File: config.mk
export PLATFORM = sky130hd
export DESIGN_NAME = seqCodeChecker
export DESIGN_NICKNAME = d
export VERILOG_FILES = /design/src/rtl/seqCodePkg.sv /design/src/rtl/seqCodeDatapath.sv /design/src/rtl/seqCodeCtrl.sv /design/src/rtl/seqCodeChecker.sv
export SDC_FILE = /design/constraint.sdc
export NUM_CORES = 1
export LEC_CHECK = 0
export ABC_CLOCK_PERIOD_IN_PS = 3900
export BUFFER_PORTS_ARGS = -buffer_cell sky130_fd_sc_hd__buf_2
export CAP_MARGIN = 15
export CORE_MARGIN = 4
export CORE_UTILIZATION = 40
export CTS_BUF_LIST = sky130_fd_sc_hd__clkbuf_8
export DETAILED_ROUTE_END_ITERATION = 6
export HOLD_SLACK_MARGIN = 0.12
export PLACE_DENSITY_LB_ADDON = 0.25
export SLEW_MARGIN = 10
export SYNTH_ARGS = -nofsm -noshare
export SYNTH_HDL_FRONTEND = slang
export SYNTH_HIERARCHICAL = 1
export SYNTH_SLANG_ARGS = --single-unit
File: constraint.sdc
create_clock -name clk -period 3.9 [get_ports clk]
set_clock_uncertainty 0.05 [all_clocks]
set_input_delay 0.585 -clock clk [delete_from_list [all_inputs] [get_ports clk]]
set_output_delay 0.585 -clock clk [all_outputs]
set_load 0.03 [all_outputs]
File: src/rtl/seqCodePkg.sv
package seqCodePkg;
  parameter int NUM_STEPS_DEF = 5;
  parameter int ID_W_DEF      = 4;

  // strobes from control to datapath
  typedef struct packed {
    logic advance;  // move to next step
    logic restart;  // go back to step 0
  } ctrlStrobeT;
endpackage

File: src/rtl/seqCodeDatapath.sv
module seqCodeDatapath
  import seqCodePkg::*;
#(
  parameter int NUM_STEPS = NUM_STEPS_DEF,
  parameter int ID_W      = ID_W_DEF,
  localparam int IDX_W    = $clog2(NUM_STEPS)
) (
  input  logic                      clk,
  input  logic                      rstN,
  input  logic                      loadValid,
  input  logic [NUM_STEPS*ID_W-1:0] loadTable,
  input  logic [ID_W-1:0]           pressId,
  input  ctrlStrobeT                strobe,
  output logic                      hit,
  output logic                      atLast,
  output logic [IDX_W-1:0]          stepIdx
);
  localparam logic [IDX_W-1:0] LAST_IDX = IDX_W'(NUM_STEPS - 1);

  logic [ID_W-1:0] expTable [NUM_STEPS];
  logic [ID_W-1:0] expId;

  for (genvar k = 0; k < NUM_STEPS; k++) begin : gEntry
    always_ff @(posedge clk or negedge rstN) begin
      if (!rstN)          expTable[k] <= '0;
      else if (loadValid) expTable[k] <= loadTable[k*ID_W +: ID_W];
    end
  end

  always_comb begin
    expId = '0;
    for (int k = 0; k < NUM_STEPS; k++) begin
      if (stepIdx == IDX_W'(k)) expId = expTable[k];
    end
  end

  assign hit    = (pressId == expId);
  assign atLast = (stepIdx == LAST_IDX);

  always_ff @(posedge clk or negedge rstN) begin
    if (!rstN)               stepIdx <= '0;
    else if (strobe.restart) stepIdx <= '0;
    else if (strobe.advance) stepIdx <= stepIdx + 1'b1;
  end
endmodule

File: src/rtl/seqCodeCtrl.sv
module seqCodeCtrl
  import seqCodePkg::*;
(
  input  logic       clk,
  input  logic       rstN,
  input  logic       pressValid,
  input  logic       loadValid,
  input  logic       hit,
  input  logic       atLast,
  output ctrlStrobeT strobe,
  output logic       isOpen,
  output logic       errPulse
);
  logic accept;
  logic wrong;

  // presses only count while closed and when no load is present
  assign accept = pressValid && !isOpen && !loadValid;
  assign wrong  = accept && !hit;

  always_comb begin
    strobe.restart = loadValid || wrong;
    strobe.advance = accept && hit && !atLast;
  end

  always_ff @(posedge clk or negedge rstN) begin
    if (!rstN) begin
      isOpen   <= 1'b0;
      errPulse <= 1'b0;
    end else begin
      errPulse <= wrong;
      if (loadValid)                   isOpen <= 1'b0;
      else if (accept && hit && atLast) isOpen <= 1'b1;
    end
  end
endmodule

File: src/rtl/seqCodeChecker.sv
module seqCodeChecker
  import seqCodePkg::*;
#(
  parameter int NUM_STEPS = NUM_STEPS_DEF,
  parameter int ID_W      = ID_W_DEF,
  localparam int IDX_W    = $clog2(NUM_STEPS)
) (
  input  logic                      clk,
  input  logic                      rstN,
  input  logic                      pressValid,
  input  logic [ID_W-1:0]           pressId,
  input  logic                      loadValid,
  input  logic [NUM_STEPS*ID_W-1:0] loadTable,
  output logic [IDX_W-1:0]          stepIdx,
  output logic                      isOpen,
  output logic                      errPulse
);
  ctrlStrobeT strobe;
  logic       hit;
  logic       atLast;

  seqCodeDatapath #(.NUM_STEPS(NUM_STEPS), .ID_W(ID_W)) uDp (
    .clk(clk), .rstN(rstN), .loadValid(loadValid), .loadTable(loadTable),
    .pressId(pressId), .strobe(strobe), .hit(hit), .atLast(atLast),
    .stepIdx(stepIdx)
  );

  seqCodeCtrl uCtrl (
    .clk(clk), .rstN(rstN), .pressValid(pressValid), .loadValid(loadValid),
    .hit(hit), .atLast(atLast), .strobe(strobe), .isOpen(isOpen),
    .errPulse(errPulse)
  );
endmodule

==> flow_metrics.tcl <==
set metrics [dict create \
    outcome "complete, no violations" \
    portBuffers 32 \
    drive_gt1_frac 0.453 \
    clock_sinks 25 \
    cts_tree "yes" \
    power_density_nw_per_um2 325 \
    p_leak_nw 0.726 \
    cp_cell_sequence "ha_1, ha_1, or2_1, a2111oi_0, a211oi_1, a2111oi_2, nor3b_2, mux2i_1, nor2_1" \
    async_flop_share 1.00 \
    setup_tns_ps 0 \
    crit_slowest_cell "a2111oi_0" \
    avgViaCountPerCell 5.21 \
    crit_fanout 7 \
    synth_top_area_frac 0.457 \
    die_w_um 66.5 \
    wl_um 2830 \
    min_period_ps 3080 \
    clock_path_buffers 2 \
    htreeDepth 1 \
    die_area_um2 4420 \
    grt_max_degree 26 \
    power_frac_clock 0.295 \
    ctsRootBufferMaster "clkbuf_8" \
    maxCapViolCount 0 \
    grt-busiest-layer "met2" \
    end_kind "flop" \
    final.period_utilization 0.789 \
    routedWlPerCell_um 14.7 \
    cts_resized 0 \
    gp_congestion 0.755 \
    cpPeakStageDelay_ps 470 \
    yosys.area.top_type "dfrtp_1" \
    worstSetupStartpointType "flop" \
    drtAntennaViolNets 0 \
    antenna_found_initial 0 \
    start_util 0.434 \
    syn-num-nets 150 \
    setup_slack_ps 824 \
    maxSlewHeadroom 0.627 \
    fin_area_um2 1590 \
    final_max_slew_viol_count 0 \
    globalRouteOverflowTotal 0 \
    antenna_cells 0 \
    synth_cell_type_count 33 \
    synth_most_common_cell "dfrtp_1" \
    core_um2 3150 \
    syn_area_per_cell_um2 11.7 \
    grt_usage 0.140 \
    criticalPathCategory "reg -> reg" \
    grtUsageMet3 0.0405 \
    nets 182 \
    rsz0062_at_grt "no" \
    drtIter0Drc 22 \
    grt_pass1_vias 1040 \
    synth-edff-count 0 \
    fmax_mhz 325 \
    min_path_type "in -> async" \
    ctsHoldBuffers 0 \
    clkLatencyLatePin_ps 270 \
    yosys-top-cells-area "dfrtp_1, mux2_2, ha_1" \
    ys.flop_type "dfrtp_1" \
    die_y_um 66.5 \
    grt_pass1_wl_um 4670 \
    intPower_mw 0.392 \
    grtUsageMet1 0.174 \
    area_delta_synth_final_pct 16.6 \
    seq_area_frac_synth 0.457 \
    p_total_mw 0.518 \
    dp_hpwl_um 2210 \
    finalHoldViolCount 0 \
    num-fill-cells 319 \
    synthCells 117 \
    irDropWorstVdd_mv 0.301 \
    first_pass_iters 5 \
    rows 20 \
    swShare 0.242 \
    pwr-share-comb 0.139 \
    ys_ff_latch 25 \
    synth_common_cells "dfrtp_1, mux2_2, a21oi_1, inv_1, nand3b_1" \
    arrival_ps 3190 \
    remaining_drc_errors 0 \
    io_pins 33 \
    finish.utilization 0.506 \
    finalSetupViolCount 0 \
    via_count 1000 \
    syn_area_um2 1370 \
    tightest_slew_ps 559 \
    switchingPower_mw 0.125 \
    cp_common_cell "ha_1" \
    place_ws_ps 846 \
    yosysWarningCount 6 \
    placed_area_um2 1550 \
    path_clk_slew_ps 90 \
    worstPathRequired_ps 4010 \
    post_cts_buffers 0 \
    use_met2 0.243 \
    cts_made_buffers 3 \
    seq_power_share 0.566 \
]
==> critical path, delay by kind of cell, from the launching register on <==
kind                       cells  cell delay [ps]
DFF                            1              440
and+or+nand+nor                3              800
AOI/OAI and AO/OA              3              960
muxes                          1              260
adders and majority gates      2              460
==> metrics by stage <==
step,instances,hold slack [ps]
2_1_floorplan,117,239
3_3_place_gp,188,443
3_5_place_dp,188,450
4_1_cts,192,262
5_1_grt,192,290
6_report,192,248
==> metal layers <==
layer  up-vias  share of wire  wire [µm]
li1        490              -          -
met1       486           0.43       1220
met2        22           0.51       1430
met3         2          0.057        162
met4         0         0.0046         13
met5         -              0          0
==> power groups by stage <==
stage	Combinational (mW)	Clock [mW]	Sequential, mW
2_1_floorplan	0.0455	0	0.294
3_3_place_gp	0.0694	0	0.297
3_5_place_dp	0.0731	0	0.298
4_1_cts	0.0733	0.159	0.293
5_1_grt	0.0806	0.169	0.296
6_report	0.0720	0.153	0.293
==> sequential cells by signal, summed over array words and instances, names as in the netlist <==
register,count
uCtrl/isOpen,1
uCtrl/errPulse,1
uDp/expTable,20
uDp/stepIdx,3
==> kinds of logic (layout without fill, tap and decap cells) <==
family,after synthesis,after routing,share of synthesized area
buf+inv,12,43,0.0448
fa+ha+maj,5,5,0.0457
mux,20,20,0.164
flops,25,25,0.457
compound gates,26,26,0.152
simple gates,28,28,0.130
xor+xnor,1,1,0.00641
==> path summary, 6_finish.rpt <==
path	cells past startpoint	start	slack (ps)	endpoint
setup / recovery	9	uDp/stepIdx[0]$_DFFE_PN0P_	820	uDp/stepIdx[1]$_DFFE_PN0P_
hold / removal	1	rstN	250	uDp/expTable[1]$_DFFE_PN0P_
hold reg to reg	1	uDp/expTable[15]$_DFFE_PN0P_	460	uDp/expTable[15]$_DFFE_PN0P_
min in group clk	1	uDp/expTable[15]$_DFFE_PN0P_	460	uDp/expTable[15]$_DFFE_PN0P_
setup reg to reg	9	uDp/stepIdx[0]$_DFFE_PN0P_	820	uDp/stepIdx[1]$_DFFE_PN0P_
max in group asynchronous	1	rstN	3180	uCtrl/isOpen$_DFFE_PN0P_
==> layout by cell type (no fill, tap or decap), types with 3 or more instances in the layout <==
cell type  netlist  routed
mux2_2          19      19
a211oi_1         4       4
dfrtp_1         25      25
nor2b_1          3       3
nand3b_1         7       7
a21oi_1          7       7
a211o_2          3       3
buf_2            1      32
inv_1            7       7
clkbuf_8         0       3
a22o_2           3       3
nor2_1           5       5
and3_1           3       3
ha_1             5       5
==> cell type report <==
class	instances	area [µm²]	share of cell area
flip-flops and latches	25	626	0.392
inverters	7	26.3	0.0165
clock inverters	1	5.00	0.00314
well taps	44	55.1	0.0345
repair buffers	32	160	0.100
multi-input cells	80	681	0.427
clock buffers	3	41.3	0.0259
No activity file was read; power rests on OpenSTA's default activity.
